==> src/rtl/osc_fd_pkg.sv <==
package osc_fd_pkg;

    localparam int SEL_W = 2;

    typedef enum logic [SEL_W-1:0] {
        SRC_FALLBACK = 2'd0,
        SRC_SLOW     = 2'd1,
        SRC_EXT      = 2'd2,
        SRC_SPARE    = 2'd3
    } osc_src_e;

    typedef struct packed {
        logic ext_f;
        logic int_f;
        logic glob_f;
    } fd_flags_t;

    function automatic osc_src_e route_src(input osc_src_e req, input logic fail);
        if (req == SRC_EXT && fail)
            return SRC_FALLBACK;
        return req;
    endfunction

endpackage

==> src/rtl/osc_fd_edge_det.sv <==
module osc_fd_edge_det (
    input  logic clk_i,
    input  logic rst_i,
    input  logic async_i,
    output logic rise_o
);
    logic [2:0] smp_q;

    always_ff @(posedge clk_i) begin
        if (rst_i)
            smp_q <= '0;
        else
            smp_q <= {smp_q[1:0], async_i};
    end

    assign rise_o = smp_q[1] & ~smp_q[2];
endmodule

==> src/rtl/osc_fd_monitor.sv <==
module osc_fd_monitor #(
    parameter int GOOD_CNT = 4096,
    parameter int TMO_W    = 16
) (
    input  logic             clk_i,
    input  logic             rst_i,
    input  logic             rise_i,
    input  logic             cnt_en_i,
    input  logic [TMO_W-1:0] timeout_i,
    output logic             cond_o
);
    localparam int GW = $clog2(GOOD_CNT + 1);
    localparam logic [GW-1:0] GOOD_LAST = GW'(GOOD_CNT - 1);

    logic [GW-1:0]    good_q;
    logic [TMO_W-1:0] idle_q;
    logic             cond_q;
    logic             expire;

    assign expire = !rise_i && (idle_q >= timeout_i);

    always_ff @(posedge clk_i) begin
        if (rst_i) begin
            idle_q <= '0;
            good_q <= '0;
            cond_q <= 1'b1;
        end else if (expire) begin
            idle_q <= '0;
            good_q <= '0;
            cond_q <= 1'b1;
        end else begin
            idle_q <= rise_i ? '0 : idle_q + 1'b1;
            if (rise_i && cond_q) begin
                if (!cnt_en_i || good_q == GOOD_LAST) begin
                    cond_q <= 1'b0;
                    good_q <= '0;
                end else begin
                    good_q <= good_q + 1'b1;
                end
            end
        end
    end

    assign cond_o = cond_q;
endmodule

==> src/rtl/osc_fd_flags.sv <==
module osc_fd_flags
    import osc_fd_pkg::*;
(
    input  logic      clk_i,
    input  logic      rst_i,
    input  logic      ext_cond_i,
    input  logic      int_cond_i,
    input  logic      clr_ext_i,
    input  logic      clr_int_i,
    input  logic      clr_glob_i,
    output fd_flags_t flags_o
);
    fd_flags_t f_q;

    always_ff @(posedge clk_i) begin
        if (rst_i) begin
            f_q.ext_f  <= 1'b1;
            f_q.int_f  <= 1'b0;
            f_q.glob_f <= 1'b1;
        end else begin
            f_q.ext_f  <= ext_cond_i | (f_q.ext_f & ~clr_ext_i);
            f_q.int_f  <= int_cond_i | (f_q.int_f & ~clr_int_i);
            f_q.glob_f <= f_q.ext_f | f_q.int_f | (f_q.glob_f & ~clr_glob_i);
        end
    end

    assign flags_o = f_q;
endmodule

==> src/rtl/osc_fault_failover.sv <==
module osc_fault_failover
    import osc_fd_pkg::*;
#(
    parameter int GOOD_CNT = 4096,
    parameter int TMO_W    = 16,
    parameter int N_CONS   = 3
) (
    input  logic                    clk_i,
    input  logic                    rst_i,
    input  logic                    ext_clk_i,
    input  logic                    cnt_en_i,
    input  logic [TMO_W-1:0]        timeout_i,
    input  logic                    int_fault_i,
    input  logic                    clr_ext_i,
    input  logic                    clr_int_i,
    input  logic                    clr_glob_i,
    input  logic [N_CONS*SEL_W-1:0] sel_i,
    output logic [N_CONS*SEL_W-1:0] eff_sel_o,
    output logic                    ext_flag_o,
    output logic                    int_flag_o,
    output logic                    glob_flag_o,
    output logic                    irq_o
);
    logic      rise;
    logic      cond;
    logic      fail;
    fd_flags_t flags;

    osc_fd_edge_det u_edge (
        .clk_i   (clk_i),
        .rst_i   (rst_i),
        .async_i (ext_clk_i),
        .rise_o  (rise)
    );

    osc_fd_monitor #(.GOOD_CNT(GOOD_CNT), .TMO_W(TMO_W)) u_mon (
        .clk_i     (clk_i),
        .rst_i     (rst_i),
        .rise_i    (rise),
        .cnt_en_i  (cnt_en_i),
        .timeout_i (timeout_i),
        .cond_o    (cond)
    );

    osc_fd_flags u_flags (
        .clk_i      (clk_i),
        .rst_i      (rst_i),
        .ext_cond_i (cond),
        .int_cond_i (int_fault_i),
        .clr_ext_i  (clr_ext_i),
        .clr_int_i  (clr_int_i),
        .clr_glob_i (clr_glob_i),
        .flags_o    (flags)
    );

    assign fail = flags.ext_f | flags.glob_f;

    for (genvar c = 0; c < N_CONS; c++) begin : g_cons
        assign eff_sel_o[c*SEL_W +: SEL_W] =
            route_src(osc_src_e'(sel_i[c*SEL_W +: SEL_W]), fail);
    end

    assign ext_flag_o  = flags.ext_f;
    assign int_flag_o  = flags.int_f;
    assign glob_flag_o = flags.glob_f;
    assign irq_o       = flags.glob_f;
endmodule

==> config.mk <==
export PLATFORM = sky130hd
export DESIGN_NAME = osc_fault_failover
export DESIGN_NICKNAME = d
export VERILOG_FILES = /design/src/rtl/osc_fd_pkg.sv /design/src/rtl/osc_fd_edge_det.sv /design/src/rtl/osc_fd_monitor.sv /design/src/rtl/osc_fd_flags.sv /design/src/rtl/osc_fault_failover.sv
export SDC_FILE = /design/constraint.sdc
export NUM_CORES = 1
export LEC_CHECK = 0
export BUFFER_PORTS_ARGS = -buffer_cell sky130_fd_sc_hd__clkbuf_2
export CORE_ASPECT_RATIO = 1.4
export CORE_UTILIZATION = 50
export DETAILED_ROUTE_END_ITERATION = 8
export PLACE_DENSITY = 0.75
export SYNTH_ARGS = -nofsm -noshare
export SYNTH_HDL_FRONTEND = slang
export SYNTH_HIERARCHICAL = 1
export SYNTH_SLANG_ARGS = --single-unit
==> constraint.sdc <==
create_clock -name clk_i -period 2.6 [get_ports clk_i]
set_clock_uncertainty 0.15 [all_clocks]
set_input_delay 0.13 -clock clk_i [delete_from_list [all_inputs] [get_ports clk_i]]
set_output_delay 0.13 -clock clk_i [all_outputs]
set_load 0.02 [all_outputs]
==> results.json <==
{
  "run_status": "complete, no violations",
  "grt_pass1_wl_mm": 6.306,
  "dieWidth_um": 55.21,
  "synth_top_family_by_area": "simple AND/OR/NAND/NOR gates",
  "drt-pass1-iter-count": 4,
  "initial_core_util_pct": 53.44,
  "area_growth_pct": 18.62,
  "synth_compound_area_share_pct": 9.091,
  "synthMuxAreaShare_pct": 0,
  "cts-root-buf": "clkbuf_8",
  "fp.coreArea_um2": 3709,
  "diodes": 0,
  "final_layout_size_suffix_gt1_share_pct": 20.57,
  "cts_tree": "built",
  "leakagePower_uw": 0.001097,
  "synth_top_cells_by_count": "36 x dfxtp_1, 36 x nor2_1, 23 x inv_1, 20 x nand2_1, 18 x ha_1",
  "grt_usage_pct": 18.95,
  "io_buffer_count": 39,
  "rows": 26,
  "hpwlAfterDp_mm": 2.876,
  "critPathRequiredTime_ns": 2.60,
  "die_area_um2": 4223,
  "synth_edf_count": 0,
  "vias_per_cell": 5.222,
  "synth_fa_ha_area_share_pct": 11.36,
  "critical_path.max_stage_delay_ns": 0.61,
  "p_seq_share_pct": 51.7,
  "cp-start-kind": "register",
  "swShare_pct": 22.73,
  "grt_pass1_vias": 1574,
  "drcViolationCount": 0,
  "ys_seq_area_share_pct": 36.36,
  "synth_top_cell_area_share_pct": 36.36,
  "max_freq_mhz": 407.8,
  "critical_path_arrival_ns": 2.45,
  "synth-simple-area-share_pct": 25.69,
  "total_power_uw": 1096,
  "setup_viol": 0,
  "crit_path_top_delay_cell": "a32oi_2",
  "slew_headroom_pct": 54.27,
  "p_sw_uw": 249.2,
  "clock_tree.buffer_depth": 2,
  "ir_worst_vdd_v": 0.0004829,
  "wl_per_cell_um": 11.65,
  "synth_area_leaders": "dfxtp_1 36%, ha_1 11%, nor2_1 6.8%, xnor2_1 5.3%, xor2_1 5.3%",
  "synthFlopType": "dfxtp_1",
  "synth_area_um2": 1982,
  "drt_iter0_markers": 63,
  "worst_pin_slew_ns": 0.6859,
  "nNetsFinal": 330,
  "clock_latency_ns": 0.28,
  "place_congestion": 0.7265,
  "synth_xor_area_share_pct": 10.61,
  "num_vias": 1692,
  "grt_setup_unrepaired": "no",
  "wl_mm": 3.775,
  "cts_max_level": 2,
  "gr-total-overflow": 0,
  "hold_viol": 0,
  "utilization_pct": 63.39,
  "grt_max_degree": 17,
  "slew_viol_final": 0,
  "setup_tns_ns": 0,
  "synth_nets": 284,
  "clock_sink_count": 36,
  "post-place-ws_ns": 0.1659,
  "cp_cell_sequence": "ha_1, and4_2, o211ai_1, or3_4, a32oi_2, nor2_1",
  "yosysTopAreaCell": "dfxtp_1",
  "p_clk_share_pct": 38.6,
  "setup_ws_ns": 0.1477,
  "async_flop_share_pct": 0,
  "grt_antenna_before_repair": 0,
  "hold_ws_ns": 0.006822,
  "critPathMaxFanout": 14,
  "critPathTopFamily": "simple AND/OR/NAND/NOR gates",
  "post_synth.cell_area_avg_um2": 8.398,
  "ys_seq_elements": 36,
  "pwr-share-comb_pct": 9.7,
  "fin_crit_ns": 2.452,
  "finalCritPeriodShare_pct": 94.32,
  "max_cap_violations": 0,
  "n_fill_cell": 352,
  "clk_pin_slew_ns": 0.07,
  "intPower_uw": 847.2,
  "dieHeight_um": 76.50,
  "synth_cell_types": 41,
  "ys_warn_count": 6,
  "crit_path_end_kind": "register",
  "p_per_area_nw_per_um2": 466.4,
  "crit_type": "reg2reg",
  "boundaryPins": 40,
  "ant_nets": 0,
  "cts-buffers-inserted": 5,
  "cts_resized": 0,
  "hold_path_class": "in2reg",
  "crit_buf_inv": 0,
  "syn_inst": 236
}
-- power by group through the flow --
stage	logic, uW	clock network, uW	registers [uW]
after floorplan	60.9	0	579
after global placement	98.9	0	579
after detailed placement	99.8	0	579
after CTS	108	438	567
after global routing	120	461	567
final	106	423	567
-- final timing paths --
kind                                  startpoint  cells after the start  slack [ns]              end
worst max-delay path            u_mon/idle_q[11]                      6        0.15  u_mon/good_q[8]
worst min-delay path                       rst_i                      2       0.007  u_edge/smp_q[1]
worst max register to register  u_mon/idle_q[11]                      6        0.15  u_mon/good_q[8]
worst min register to register   u_edge/smp_q[0]                      1        0.30  u_edge/smp_q[1]
-- logic make-up (layout without fill, tap and decap cells) --
kind of cell / after synthesis / in the layout
AO/OA/AOI/OAI: 25 / 25
AND/OR/NAND/NOR: 102 / 102
buffers and inverters: 31 / 77
XOR/XNOR: 24 / 24
flip-flops: 36 / 36
adder cells (fa/ha/maj): 18 / 18
-- per-layer routing --
metal,vias up,routed length (um),track usage [%]
li1,884,-,-
met1,756,1557,18.56
met2,48,1986,36.02
met3,4,176,4.754
met4,0,54,9.000
met5,-,0,0
-- sequential cells by signal, indices dropped and copies added (netlist names) --
register,count
u_edge/smp_q,3
u_flags/flags_o,3
u_mon/good_q,13
u_mon/cond_o,1
u_mon/idle_q,16
-- placed cells by master, fill, tap and decap left out, types with 4 or more instances in the layout --
cell type       n
nor4_1          4
xor2_1         12
dlygate4sd3_1   6
nand4_1         6
dfxtp_1        36
nand3_1        11
clkbuf_8        7
xnor2_1        12
nor3_1          7
o21ai_0         5
inv_1          23
o21a_1          4
ha_1           18
nand2_1        20
clkbuf_2       39
nor2_1         36
-- layout make-up --
class | instances | area (um2) | share of cell area [%]
multi-input cells | 169 | 1125 | 47.84
flip-flops and latches | 36 | 720.7 | 30.65
repair buffers | 47 | 270.3 | 11.50
clock buffers | 7 | 96.34 | 4.098
inverters | 23 | 86.33 | 3.672
well taps | 42 | 52.55 | 2.235
-- metrics by stage --
stage | cells | cell area, um2
after floorplan | 236 | 1982
after global placement | 311 | 2195
after detailed placement | 311 | 2195
after CTS | 324 | 2351
after global routing | 324 | 2351
final | 324 | 2351
-- what timing repair did --
action	4_1_cts	5_1_grt
hold buffers	6	0
buffers inserted	0	0
setup endpoints to repair	0	0
hold endpoints to repair	4	0
Note: power is estimated with default switching activity, not from simulation.
